$ cat src/rtl/ipc_pkg.sv
package ipc_pkg;
  localparam int A_W        = 5;
  localparam int B_W        = 8;
  localparam int DATA_W     = 8;
  localparam int DMA_N      = 4;
  localparam int OFS_A_SEL  = 0;
  localparam int OFS_A_DAT  = 1;
  localparam int OFS_B_SEL  = 3;
  localparam int OFS_B_DAT  = 4;
  localparam int TRIG_PIN   = 2;

  typedef enum logic [2:0] {
    REG_A_SEL,
    REG_A_DAT,
    REG_B_SEL,
    REG_B_DAT,
    REG_NONE
  } reg_id_e;

  // DMA channel k -> port A pin index (pin TRIG_PIN is skipped)
  function automatic int dma_pin(input int k);
    return (k < TRIG_PIN) ? k : k + 1;
  endfunction
endpackage

$ cat src/rtl/ipc_rst_sync.sv
module ipc_rst_sync #(
  parameter int STAGES = 2
) (
  input  logic clk,
  input  logic arst_n,
  output logic rst_n
);
  logic [STAGES-1:0] chain_q;
  logic [STAGES-1:0] chain_d;

  always_comb begin
    chain_d = {chain_q[STAGES-2:0], 1'b1};
  end

  always_ff @(posedge clk or negedge arst_n) begin
    if (!arst_n) chain_q <= '0;
    else         chain_q <= chain_d;
  end

  assign rst_n = chain_q[STAGES-1];
endmodule

$ cat src/rtl/ipc_pin_sync.sv
module ipc_pin_sync #(
  parameter int W      = 8,
  parameter int STAGES = 2
) (
  input  logic         clk,
  input  logic         rst_n,
  input  logic [W-1:0] pin_raw,
  output logic [W-1:0] pin_sync
);
  logic [W-1:0] stage_q [STAGES];
  logic [W-1:0] stage_d [STAGES];

  always_comb begin
    stage_d[0] = pin_raw;
    for (int s = 1; s < STAGES; s++) stage_d[s] = stage_q[s-1];
  end

  always_ff @(posedge clk or negedge rst_n) begin
    if (!rst_n) begin
      for (int s = 0; s < STAGES; s++) stage_q[s] <= '0;
    end else begin
      for (int s = 0; s < STAGES; s++) stage_q[s] <= stage_d[s];
    end
  end

  assign pin_sync = stage_q[STAGES-1];
endmodule

$ cat src/rtl/ipc_regs.sv
module ipc_regs
  import ipc_pkg::*;
#(
  parameter int ADDR_W = 3
) (
  input  logic              clk,
  input  logic              rst_cold_n,
  input  logic              rst_any_n,
  input  logic [ADDR_W-1:0] addr,
  input  logic              wr_en,
  input  logic [DATA_W-1:0] wr_data,
  input  logic              rd_en,
  input  logic [A_W-1:0]    pin_a_s,
  input  logic [B_W-1:0]    pin_b_s,
  output logic [DATA_W-1:0] rd_data,
  output logic [A_W-1:0]    sel_a,
  output logic [B_W-1:0]    sel_b
);
  reg_id_e           reg_id;
  logic [A_W-1:0]    sel_a_q, sel_a_d;
  logic [B_W-1:0]    sel_b_q, sel_b_d;
  logic              sel_a_en, sel_b_en;
  logic [DATA_W-1:0] rd_q, rd_d;

  always_comb begin
    unique case (int'(addr))
      OFS_A_SEL: reg_id = REG_A_SEL;
      OFS_A_DAT: reg_id = REG_A_DAT;
      OFS_B_SEL: reg_id = REG_B_SEL;
      OFS_B_DAT: reg_id = REG_B_DAT;
      default:   reg_id = REG_NONE;
    endcase
  end

  // select register next state; writes blocked while any reset is held
  always_comb begin
    sel_a_en = wr_en && rst_any_n && (reg_id == REG_A_SEL);
    sel_b_en = wr_en && rst_any_n && (reg_id == REG_B_SEL);
    sel_a_d  = wr_data[A_W-1:0];
    sel_b_d  = wr_data[B_W-1:0];
  end

  always_ff @(posedge clk or negedge rst_cold_n) begin
    if (!rst_cold_n) begin
      sel_a_q <= '0;
      sel_b_q <= '0;
    end else begin
      if (sel_a_en) sel_a_q <= sel_a_d;
      if (sel_b_en) sel_b_q <= sel_b_d;
    end
  end

  // read mux
  always_comb begin
    rd_d = '0;
    case (reg_id)
      REG_A_SEL: rd_d[A_W-1:0] = sel_a_q;
      REG_A_DAT: rd_d[A_W-1:0] = pin_a_s;
      REG_B_SEL: rd_d[B_W-1:0] = sel_b_q;
      REG_B_DAT: rd_d[B_W-1:0] = pin_b_s & ~sel_b_q;
      default:   rd_d = '0;
    endcase
  end

  always_ff @(posedge clk or negedge rst_any_n) begin
    if (!rst_any_n)  rd_q <= '0;
    else if (rd_en)  rd_q <= rd_d;
  end

  assign rd_data = rd_q;
  assign sel_a   = sel_a_q;
  assign sel_b   = sel_b_q;
endmodule

$ cat src/rtl/ipc_periph_map.sv
module ipc_periph_map
  import ipc_pkg::*;
(
  input  logic [A_W-1:0]   sel_a,
  input  logic [B_W-1:0]   sel_b,
  input  logic [A_W-1:0]   pin_a_s,
  output logic [DMA_N-1:0] dma_req_n,
  output logic             adc_trig_n,
  output logic [B_W-1:0]   adc_ch_en
);
  for (genvar k = 0; k < DMA_N; k++) begin : g_dma
    localparam int P = dma_pin(k);
    assign dma_req_n[k] = sel_a[P] ? pin_a_s[P] : 1'b1;
  end

  assign adc_trig_n = sel_a[TRIG_PIN] ? pin_a_s[TRIG_PIN] : 1'b1;
  assign adc_ch_en  = sel_b;
endmodule

$ cat src/rtl/dual_input_port_ctrl.sv
module dual_input_port_ctrl
  import ipc_pkg::*;
#(
  parameter int ADDR_W      = 3,
  parameter int SYNC_STAGES = 2
) (
  input  logic              clk,
  input  logic              cold_rst_n,
  input  logic              hot_rst_n,
  input  logic [ADDR_W-1:0] addr,
  input  logic              wr_en,
  input  logic [7:0]        wr_data,
  input  logic              rd_en,
  output logic [7:0]        rd_data,
  input  logic [4:0]        pin_a,
  input  logic [7:0]        pin_b,
  output logic [3:0]        dma_req_n,
  output logic              adc_trig_n,
  output logic [7:0]        adc_ch_en
);
  logic           rst_cold_n;
  logic           rst_any_n;
  logic           any_arst_n;
  logic [A_W-1:0] pin_a_s;
  logic [B_W-1:0] pin_b_s;
  logic [A_W-1:0] sel_a_q;
  logic [B_W-1:0] sel_b_q;

  assign any_arst_n = cold_rst_n & hot_rst_n;

  ipc_rst_sync #(.STAGES(2)) u_rst_cold (
    .clk(clk), .arst_n(cold_rst_n), .rst_n(rst_cold_n));
  ipc_rst_sync #(.STAGES(2)) u_rst_any (
    .clk(clk), .arst_n(any_arst_n), .rst_n(rst_any_n));

  ipc_pin_sync #(.W(A_W), .STAGES(SYNC_STAGES)) u_sync_a (
    .clk(clk), .rst_n(rst_any_n), .pin_raw(pin_a), .pin_sync(pin_a_s));
  ipc_pin_sync #(.W(B_W), .STAGES(SYNC_STAGES)) u_sync_b (
    .clk(clk), .rst_n(rst_any_n), .pin_raw(pin_b), .pin_sync(pin_b_s));

  ipc_regs #(.ADDR_W(ADDR_W)) u_regs (
    .clk(clk), .rst_cold_n(rst_cold_n), .rst_any_n(rst_any_n),
    .addr(addr), .wr_en(wr_en), .wr_data(wr_data), .rd_en(rd_en),
    .pin_a_s(pin_a_s), .pin_b_s(pin_b_s), .rd_data(rd_data),
    .sel_a(sel_a_q), .sel_b(sel_b_q));

  ipc_periph_map u_map (
    .sel_a(sel_a_q), .sel_b(sel_b_q), .pin_a_s(pin_a_s),
    .dma_req_n(dma_req_n), .adc_trig_n(adc_trig_n), .adc_ch_en(adc_ch_en));
endmodule

$ cat config.mk
export PLATFORM = sky130hd
export DESIGN_NAME = dual_input_port_ctrl
export DESIGN_NICKNAME = d
export VERILOG_FILES = /design/src/rtl/ipc_pkg.sv /design/src/rtl/ipc_rst_sync.sv /design/src/rtl/ipc_pin_sync.sv /design/src/rtl/ipc_regs.sv /design/src/rtl/ipc_periph_map.sv /design/src/rtl/dual_input_port_ctrl.sv
export SDC_FILE = /design/constraint.sdc
export NUM_CORES = 1
export LEC_CHECK = 0
export BUFFER_PORTS_ARGS = -buffer_cell sky130_fd_sc_hd__buf_4
export CAP_MARGIN = 10
export CORE_ASPECT_RATIO = 1.75
export CORE_UTILIZATION = 30
export CTS_CLUSTER_SIZE = 14
export DETAILED_ROUTE_END_ITERATION = 6
export GPL_TIMING_DRIVEN = 1
export PLACE_DENSITY = 0.53
export SETUP_SLACK_MARGIN = 0.5
export SLEW_MARGIN = 10
export SYNTH_ARGS = -nofsm -noshare
export SYNTH_HDL_FRONTEND = slang
export SYNTH_HIERARCHICAL = 1
export SYNTH_SLANG_ARGS = --single-unit
export TNS_END_PERCENT = 10
$ cat constraint.sdc
create_clock -name clk -period 2.99 [get_ports clk]
set_input_delay 0.299 -clock clk [delete_from_list [all_inputs] [get_ports clk]]
set_output_delay 0.299 -clock clk [all_outputs]
set_load 0.05 [all_outputs]
==> flow_metrics.env, run 1 <==
export IMPL_cts_resized=0
export IMPL_synthMuxAreaShare=0.1208
export IMPL_worstPathMaxFanout=2
export IMPL_wl_met2_um=2176
export IMPL_leakagePower_uw=0.001095
export IMPL_grt_overflow=0
export IMPL_cts_buffers=5
export IMPL_synth_simple_area_share=0.1129
export IMPL_hp_class="input pin to flop"
export IMPL_place_inst=250
export IMPL_drtIter0Drc=32
export IMPL_finalWeightedCongestion=0.8208
export IMPL_final_cells=260
export IMPL_firstDrtPassIters=4
export IMPL_cap_violations=0
export IMPL_cp_arrival_ns=1.04
export IMPL_grt_pass1_vias=1299
export IMPL_num_antenna_cells=0
export IMPL_dieArea_um2=6726
export IMPL_finalSetupViolations=0
export IMPL_synth_top_family_by_area="multiplexers"
export IMPL_top_layer="met4"
export IMPL_nNetsFinal=208
export IMPL_clk_insertion_delay_late_ns=0.30
export IMPL_synth_seq_cells=51
export IMPL_initial_utilization=0.3101
export IMPL_wl_per_cell_um=14.71
export IMPL_grt_pass1_wl_um=6210
export IMPL_dp_hpwl_um=2988
export IMPL_avgSynthCellArea_um2=14.30
export IMPL_slew_limit_headroom=0.5931
export IMPL_htree_levels=2
export IMPL_crit_buf_inv=1
export IMPL_row_count=38
export IMPL_grt_max_degree=32
export IMPL_crit_path_start_kind="flop"
export IMPL_met3_length_um=173
export IMPL_status="finished, final reports clean"
export IMPL_yosys_cell_types_count=22
export IMPL_synth_area_um2=1917
export IMPL_die_w_um=62.43
export IMPL_cp_required_ns=2.69
export IMPL_syn_nets=163
export IMPL_drc=0
export IMPL_synth_compound_area_frac=0.03982
export IMPL_core_area_um2=6181
export IMPL_met1_length_um=1373
export IMPL_final_antenna_net_count=0
export IMPL_die_h_um=107.7
export IMPL_synthAdderAreaFrac=0
export IMPL_rsz0062_at_grt="false"
export IMPL_clkTransAtPathRegs_ns=0.09
export IMPL_synth_cells=134
export IMPL_tightestPinTransition_ns=0.6077
export IMPL_routed_wl_um=3825
export IMPL_synth_seq_area_share=0.6658
export IMPL_setup_tns_ns=0
export IMPL_powerDensity_nw_per_um2=667.5
export IMPL_crit_chain="nand2b_1, buf_4"
export IMPL_port_buffers=49
export IMPL_vias=1149
export IMPL_ys_warnings_count=6
export IMPL_crit_slowest_cell="dfrtp_1"
export IMPL_io_pins=50
export IMPL_track_usage=0.1236
export IMPL_slew_viol_final=0
export IMPL_clock_skew_ns=0.006093
export IMPL_crit_type="flop to primary output"
export IMPL_synth_xor_area_frac=0
export IMPL_end_kind="primary output"
export IMPL_area_delta_synth_final_pct=24.93
export IMPL_finalHoldViolCount=0
export IMPL_period_share=0.4474
export IMPL_antenna_found_initial=0
export IMPL_cts_tree="yes"
export IMPL_period_minus_slack_ns=1.338
export IMPL_fmax_mhz=747.6
export IMPL_clock_sinks=51
export IMPL_ir_drop_mv=0.3023
export IMPL_via_per_inst=4.419
export IMPL_max_stage_delay_ns=0.39
export IMPL_path_delay_family="flip-flops"
export IMPL_layout_drive_gt1_share=0.4333
export IMPL_cts_root_buf="clkbuf_8"
export IMPL_clockBufferDepth=2
-- power breakdown --
part | leakage (uW) | switching, uW | total, uW | internal (uW)
Combinational | 0.000438 | 232 | 388 | 156
Sequential | 0.000608 | 57.3 | 818 | 760
Clock | 0.0000483 | 228 | 393 | 165
-- path summary, 6_finish.rpt --
kind	end	from	slack (ns)	cells after the start
setup / recovery	dma_req_n[0]	u_sync_a/pin_sync[0]	1.65	2
min in group asynchronous	u_regs/rd_data[4]	u_rst_any/chain_q[1]	0.10	0
hold reg to reg	u_regs/rd_data[4]	u_rst_any/chain_q[1]	0.10	0
setup reg to reg	u_regs/sel_a[4]	u_rst_any/chain_q[1]	1.68	2
max in group asynchronous	u_sync_b/pin_sync[3]	u_rst_any/chain_q[1]	2.22	1
hold / removal	u_sync_b/stage_d[5]	pin_b[5]	0.09	1
-- stage by stage --
step | worst slack, ns | cell area, um^2 | utilization | total power [uW] | hold WS (ns)
finish | 1.652 | 2395 | 0.3874 | 1599 | 0.09275
detailed placement | 1.387 | 2287 | 0.3700 | 1223 | 0.08681
CTS | 1.644 | 2395 | 0.3874 | 1616 | 0.08663
global placement | 1.422 | 2287 | 0.3700 | 1215 | 0.08645
floorplan | 0.8908 | 1917 | - | 1119 | 0.003409
global route | 1.601 | 2395 | 0.3874 | 1667 | 0.07891
-- area by class of cell --
type	count	area [um^2]
clock buffer	5	68.82
clock inverter	3	18.77
fill	622	3786
inverter	1	3.754
multi-input combinational	68	531.8
sequential	51	1276
tap	80	100.1
timing repair buffer	52	395.4
-- cells in the mapped netlist (all sizes together) --
master,count,area share
dfrtp,51,0.67
mux2,17,0.12
buf,11,0.049
nand2,11,0.022
nor2,9,0.018
nand3b,8,0.031
nand2b,5,0.016
a31oi,4,0.013
a41oi,4,0.018
clkbuf,3,0.0059
conb,2,0.0039
a211o,1,0.0046
a21boi,1,0.0039
and2,1,0.0033
and3,1,0.0059
and3b,1,0.0046
and4b,1,0.0059
inv,1,0.0020
mux2i,1,0.0052
nor3b,1,0.0065
-- timing repair --
action | 4_1_cts | 5_1_grt
endpoints found under the hold margin | 4 | 0
hold buffers | 2 | 0
setup buffers | 0 | 0
-- metal layers --
metal | vias up | global-route usage
li1 | 531 | -
met1 | 576 | 0.1167
met2 | 33 | 0.2337
met3 | 9 | 0.02966
met4 | 0 | 0.07641
met5 | - | 0
-- flip-flops by register name, summed over array words and instances, names as in the netlist --
register            flops
u_regs/rd_data          8
u_regs/sel_b            8
u_sync_b/pin_sync       8
u_sync_b/stage_d        8
u_regs/sel_a            5
u_sync_a/pin_sync       5
u_sync_a/stage_d        5
u_rst_any/chain_q       2
u_rst_cold/chain_q      2
-- layout by cell type (no fill, tap or decap), types with 4 or more instances in the layout --
| master | n |
|---|---|
| a41oi_1 | 4 |
| a31oi_1 | 4 |
| clkbuf_8 | 5 |
| mux2_2 | 9 |
| buf_4 | 50 |
| nand3b_1 | 8 |
| nand2b_1 | 5 |
| mux2_4 | 8 |
| nor2_1 | 9 |
| nand2_1 | 11 |
| dfrtp_1 | 51 |
-- cells by family after synthesis --
group | Yosys count
AO/OA/AOI/OAI | 10
buffers and inverters | 15
flip-flops | 51
multiplexers | 18
other | 2
AND/OR/NAND/NOR | 38
Power figures use the tool's default switching activity.
==> run 2: changes to the inputs <==
--- a/config.mk
+++ b/config.mk
@@ -12,7 +12,7 @@
 export CTS_CLUSTER_SIZE = 14
 export DETAILED_ROUTE_END_ITERATION = 6
 export GPL_TIMING_DRIVEN = 1
-export PLACE_DENSITY = 0.53
+export PLACE_DENSITY = 0.55
 export SETUP_SLACK_MARGIN = 0.5
 export SLEW_MARGIN = 10
 export SYNTH_ARGS = -nofsm -noshare
==> constraint.sdc (replaced) <==
create_clock -name clk -period 1.1 [get_ports clk]
set_input_delay 0.11 -clock clk [delete_from_list [all_inputs] [get_ports clk]]
set_output_delay 0.11 -clock clk [all_outputs]
set_load 0.05 [all_outputs]
==> run 2 against run 1 <==
Effect of this change:
- the flow now finishes with violations (setup timing)
- flip-flop and latch count is the same
- routed wire length up 3.4%
- largest cell class unchanged
- cell count up 11%
- register-to-register slack worse by 1.7 ns
- sequential power rose to 2.7 times the previous value
- clock power rose to 2.9 times the previous value
==> flow_metrics.env, run 2 (synthesized netlist as in run 1, its figures left out) <==
export IMPL_whs_ns=0.04397
export IMPL_crit_buf_inv=0
export IMPL_cap_violations=0
export IMPL_num_antenna_cells=0
export IMPL_r2r_cells=2
export IMPL_initial_utilization=0.3101
export IMPL_finalHoldViolCount=0
export IMPL_cp_required_ns=1.29
export IMPL_period_minus_slack_ns=1.167
export IMPL_drc=0
export IMPL_crit_chain="and4b_4, mux2_4"
export IMPL_nNetsFinal=236
export IMPL_core_area_um2=6181
export IMPL_drtIter0Drc=38
export IMPL_die_h_um=107.7
export IMPL_crit_path_start_kind="flop"
export IMPL_rsz0062_at_grt="true"
export IMPL_seq_area_um2=1281
export IMPL_grt_max_degree=34
export IMPL_grt_pass1_wl_um=6175
export IMPL_finalSetupViolations=14
export IMPL_min_from="wr_data[2]"
export IMPL_hp_class="input pin to flop"
export IMPL_wl_per_cell_um=13.73
export IMPL_final_cells=288
export IMPL_finalWeightedCongestion=0.7188
export IMPL_grt_overflow=0
export IMPL_die_w_um=62.43
export IMPL_status="complete, but fails checks"
export IMPL_worst_path_stages=2
export IMPL_crit_slowest_cell="dfrtp_4"
export IMPL_path_delay_family="flip-flops"
export IMPL_cts_root_buf="clkbuf_8"
export IMPL_io_pins=50
export IMPL_area_delta_synth_final_pct=48.83
export IMPL_cts_buffers=5
export IMPL_end_kind="flop"
export IMPL_grt_pass1_vias=1287
export IMPL_routed_wl_um=3955
export IMPL_ir_drop_mv=1.070
export IMPL_via_per_inst=4.299
export IMPL_row_count=38
export IMPL_clk_insertion_delay_late_ns=0.30
export IMPL_crit_start="u_rst_any/chain_q[1]"
export IMPL_fmax_mhz=856.6
export IMPL_clock_sinks=51
export IMPL_htree_levels=2
export IMPL_final_antenna_net_count=0
export IMPL_layout_commonest_cell="dfrtp_1"
export IMPL_cp_arrival_ns=1.36
export IMPL_port_buffers=49
export IMPL_firstDrtPassIters=4
export IMPL_setup_slack_ns=-0.06747
export IMPL_vias=1238
export IMPL_max_stage_delay_ns=0.43
export IMPL_timing_rr_start="u_rst_any/chain_q[1]"
export IMPL_crit_type="flop to flop"
export IMPL_track_usage=0.1256
export IMPL_dp_hpwl_um=2829
export IMPL_layout_drive_gt1_share=0.5048
export IMPL_antenna_found_initial=0
export IMPL_clock_skew_ns=0.009181
export IMPL_clkTransAtPathRegs_ns=0.09
export IMPL_period_share=1.061
export IMPL_place_inst=263
export IMPL_final_util=0.4615
export IMPL_most_common_layout_cells="49 x dfrtp_1, 43 x buf_4, 18 x buf_6"
export IMPL_total_power_uw=4765
export IMPL_worstPathMaxFanout=5
export IMPL_multiInputGateArea_um2=631.9
export IMPL_cts_tree="yes"
export IMPL_powerDensity_nw_per_um2=1670
export IMPL_dieArea_um2=6726
export IMPL_violations="setup timing"
export IMPL_nFillCells=583
export IMPL_slew_viol_final=0
export IMPL_leakagePower_uw=0.001314
export IMPL_clockBufferDepth=2
export IMPL_min_path_cells=2
## run 2: routing by layer
| layer | global-route usage | wire length (um) | share of wire |
|---|---|---|---|
| met1 | 0.1331 | 1557 | 0.39 |
| met2 | 0.2182 | 2132 | 0.54 |
| met3 | 0.04025 | 175 | 0.044 |
| met4 | 0.06811 | 90 | 0.023 |
| met5 | 0 | 0 | 0 |
## run 2: what timing repair did
action / in CTS / in global routing
pin swaps: 12 / 11
endpoints found under the hold margin: 17 / 0
setup buffers: 2 / 0
hold buffers: 15 / 0
resized for setup: 41 / 1
endpoints found under the setup margin: 75 / 75
gates cloned: 0 / 0
## run 2: path summary, 6_finish.rpt
kind	slack, ns	to
worst min-delay path	0.04	u_regs/sel_a[2]
worst max register to register	-0.07	u_regs/sel_a[3]
min in group asynchronous	0.13	u_rst_cold/chain_q[0]
worst min register to register	0.16	u_regs/sel_a[2]
max in group asynchronous	0.41	u_sync_b/stage_d[6]
worst max-delay path	-0.07	u_regs/sel_a[3]
## run 2: through the flow
step | setup slack [ns] | cell area (um^2) | setup TNS (ns)
2_1_floorplan | -0.3791 | 1953 | -4.621
3_3_place_gp | -0.1045 | 2407 | -1.526
3_5_place_dp | -0.1211 | 2407 | -1.871
4_1_cts | -0.07202 | 2851 | -0.8582
5_1_grt | -0.1017 | 2853 | -1.372
6_report | -0.06747 | 2853 | -0.7513
## run 2: report_power, final
part | switching, uW | leakage (uW) | total, uW | internal, uW
Combinational | 699 | 0.000657 | 1370 | 674
Sequential | 176 | 0.000606 | 2240 | 2070
Clock | 572 | 0.0000515 | 1150 | 575
## run 2: area by class of cell
cell class	instances	share of cell area
flip-flops and latches	51	0.4491
clock buffers	8	0.03509
inverters	1	0.001316
repair buffers	80	0.2579
well taps	80	0.03509
multi-input cells	68	0.2215
==> run 3: changes to the inputs <==
--- a/config.mk
+++ b/config.mk
@@ -5,8 +5,9 @@
 export SDC_FILE = /design/constraint.sdc
 export NUM_CORES = 1
 export LEC_CHECK = 0
+export ABC_AREA = 1
 export BUFFER_PORTS_ARGS = -buffer_cell sky130_fd_sc_hd__buf_4
-export CAP_MARGIN = 10
+export CAP_MARGIN = 20
 export CORE_ASPECT_RATIO = 1.75
 export CORE_UTILIZATION = 30
 export CTS_CLUSTER_SIZE = 14
==> run 3 against run 2 <==
Effect of this change:
- worst hold slack worse by 0.035 ns
- critical path depth is the same
- global-route usage rose by 0.44 points
- area after synthesis rose by 2.2%
- flip-flop and latch count stayed put
- the run now ends clean
- critical path type is now flop to primary output
- routed wire length grew 9.2%
- utilization rose by 1.1 points
- largest cell class unchanged
- via count grew 23%
==> flow_metrics.env, run 3 <==
export IMPL_status="finished, final reports clean"
export IMPL_initial_utilization=0.3144
export IMPL_most_common_layout_cells="49 x dfrtp_1, 48 x nand2_1, 33 x buf_4"
export IMPL_swShare=0.3194
export IMPL_io_pins=50
export IMPL_layout_drive_gt1_share=0.4170
export IMPL_port_buffers=49
export IMPL_clockBufferDepth=2
export IMPL_max_stage_delay_ns=0.43
export IMPL_clkTransAtPathRegs_ns=0.10
export IMPL_finalWeightedCongestion=0.8055
export IMPL_synth_seq_cells=51
export IMPL_synth_top_area_cell="dfrtp_1"
export IMPL_nNetsFinal=299
export IMPL_cp_arrival_ns=0.98
export IMPL_cap_violations=0
export IMPL_via_per_inst=4.336
export IMPL_total_power_uw=4919
export IMPL_wl_per_cell_um=12.30
export IMPL_dp_hpwl_um=2937
export IMPL_grt_pass1_wl_um=6637
export IMPL_crit_path_start_kind="flop"
export IMPL_end_kind="primary output"
export IMPL_powerDensity_nw_per_um2=1672
export IMPL_period_share=0.9904
export IMPL_synth_most_common_cell="nand2_1"
export IMPL_die_w_um=63.07
export IMPL_finalSetupViolations=0
export IMPL_dieArea_um2=6867
export IMPL_intPower_uw=3348
export IMPL_cts_root_buf="clkbuf_8"
export IMPL_async_flop_share=1.000
export IMPL_seqPwrFrac=0.451
export IMPL_avgSynthCellArea_um2=9.791
export IMPL_layout_commonest_cell="dfrtp_1"
export IMPL_worstPathMaxFanout=2
export IMPL_synth_area_um2=1958
export IMPL_synth_top_cells_by_area="dfrtp_1 65%, nand2_1 12%, inv_1 3.8%"
export IMPL_synth_ff_type="dfrtp_1"
export IMPL_clk_insertion_delay_late_ns=0.30
export IMPL_syn_nets=229
export IMPL_finalHoldViolCount=0
export IMPL_htree_levels=2
export IMPL_path_delay_family="flip-flops"
export IMPL_yosys_cell_types_count=20
export IMPL_synth_seq_area_share=0.6518
export IMPL_ir_drop_mv=0.9007
export IMPL_hp_class="input pin to flop"
export IMPL_track_usage=0.1300
export IMPL_grt_pass1_vias=1473
export IMPL_area_delta_synth_final_pct=50.29
export IMPL_vias=1522
export IMPL_crit_type="flop to primary output"
export IMPL_grt_max_degree=35
export IMPL_crit_chain="nand2_2, buf_6"
export IMPL_drc=0
export IMPL_final_antenna_net_count=0
export IMPL_cp_required_ns=0.99
export IMPL_crit_slowest_cell="dfrtp_1"
export IMPL_routed_wl_um=4317
export IMPL_drtIter0Drc=36
export IMPL_net_switching_power_uw=1572
export IMPL_power_frac_clock=0.274
export IMPL_synth_top_cell_area_share=0.6518
export IMPL_grt_overflow=0
export IMPL_crit_buf_inv=1
export IMPL_slew_viol_final=0
export IMPL_row_count=38
export IMPL_die_h_um=108.9
export IMPL_cts_tree="yes"
export IMPL_cts_buffers=5
export IMPL_synth_common_cells="62 x nand2_1, 51 x dfrtp_1, 20 x inv_1, 15 x nor2_1, 12 x o21ai_1"
export IMPL_p_comb_frac=0.275
export IMPL_period_minus_slack_ns=1.089
export IMPL_ys_warnings_count=6
export IMPL_clock_skew_ns=0.01149
export IMPL_fmax_mhz=917.9
export IMPL_firstDrtPassIters=4
export IMPL_core_area_um2=6228
export IMPL_antenna_found_initial=0
export IMPL_clock_sinks=51
export IMPL_num_antenna_cells=0
export IMPL_setup_tns_ns=0
export IMPL_rsz0062_at_grt="true"
export IMPL_synth_cells=200
export IMPL_leakagePower_uw=0.001463
export IMPL_synth_edf_count=0
-- run 3: changes by cell type in the layout (fill, tap and decap cells not counted), moves of 4 or more --
cell / delta
a31oi_1: -4
buf_4: -10
buf_6: +4
inv_1: +12
inv_2: +11
mux2_4: -16
nand2_1: +40
nand2_2: +10
nand2b_4: -5
nand3b_1: -8
nand4_1: +5
nor2_1: +6
o21ai_1: +5
o21ai_2: +8
-- run 3: path summary, 6_finish.rpt --
path / startpoint / to / slack [ns] / cells past startpoint
min: wr_data[6] / u_regs/sel_b[6] / 0.009 / 3
min in group asynchronous: cold_rst_n / u_rst_cold/chain_q[1] / 0.13 / 2
min reg2reg: u_rst_cold/chain_q[1] / u_regs/sel_a[4] / 0.14 / 0
max in group asynchronous: u_rst_any/chain_q[1] / u_sync_b/stage_d[5] / 0.54 / 1
max: u_regs/sel_a[3] / dma_req_n[2] / 0.01 / 2
max reg2reg: u_rst_any/chain_q[1] / u_regs/sel_b[5] / 0.03 / 5
-- run 3: power groups by stage --
stage,logic (uW),registers [uW],clock network [uW]
after floorplan,700,2310,0
after global routing,1440,2250,1450
after global placement,1050,2220,0
final,1350,2220,1350
after detailed placement,1070,2230,0
after CTS,1200,2190,1390
-- run 3: cells by family (layout without fill, tap and decap cells) --
kind of cell / Yosys count / in the layout / synth area share
AO/OA/AOI/OAI: 16 / 16 / 0.04281
buffers and inverters: 39 / 110 / 0.09521
flip-flops: 51 / 51 / 0.6518
other: 2 / 2 / 0.003835
AND/OR/NAND/NOR: 92 / 92 / 0.2064
-- run 3: metal layers --
metal,track usage,part of all wire,up-vias
met5,0,0,-
met4,0.09635,0.043,0
met3,0.03243,0.042,13
met2,0.2320,0.55,45
met1,0.1284,0.36,727
li1,-,-,737
-- run 3: worst register-to-register path, cell delays in order (launching register included) --
cell and delay (ns):
dfrtp_4 0.47, nand2_4 0.06, nor2_4 0.17, clkbuf_16 0.19, nand2_2 0.05, o21ai_1 0.06
-- run 3: cell type report --
type / instances / area, um^2
clock buffer: 6 / 82.58
clock inverter: 2 / 35.03
fill: 594 / 3286
inverter: 27 / 101.3
multi-input combinational: 110 / 606.8
sequential: 51 / 1281
tap: 80 / 100.1
timing repair buffer: 75 / 735.7
-- run 3: through the flow --
| stage | hold slack [ns] | cells | setup slack [ns] | util | instance area, um^2 |
|---|---|---|---|---|---|
| 5_1_grt | 0.005599 | 351 | -0.03500 | 0.4725 | 2943 |
| 4_1_cts | 0.01568 | 347 | 0.01087 | 0.4353 | 2711 |
| 3_5_place_dp | -0.1006 | 319 | 0.04041 | 0.3801 | 2367 |
| 3_3_place_gp | -0.1032 | 319 | 0.08140 | 0.3801 | 2367 |
| 6_report | 0.008827 | 351 | 0.01060 | 0.4725 | 2943 |
| 2_1_floorplan | -0.1856 | 200 | -0.1002 | - | 1969 |
-- run 3: what timing repair did --
item / CTS / global route
pin swaps: 2 / 37
setup buffers: 5 / 3
setup endpoints to repair: 89 / 89
hold endpoints to repair: 17 / 0
gates cloned: 0 / 1
hold buffers: 15 / 0
resized for setup: 11 / 55
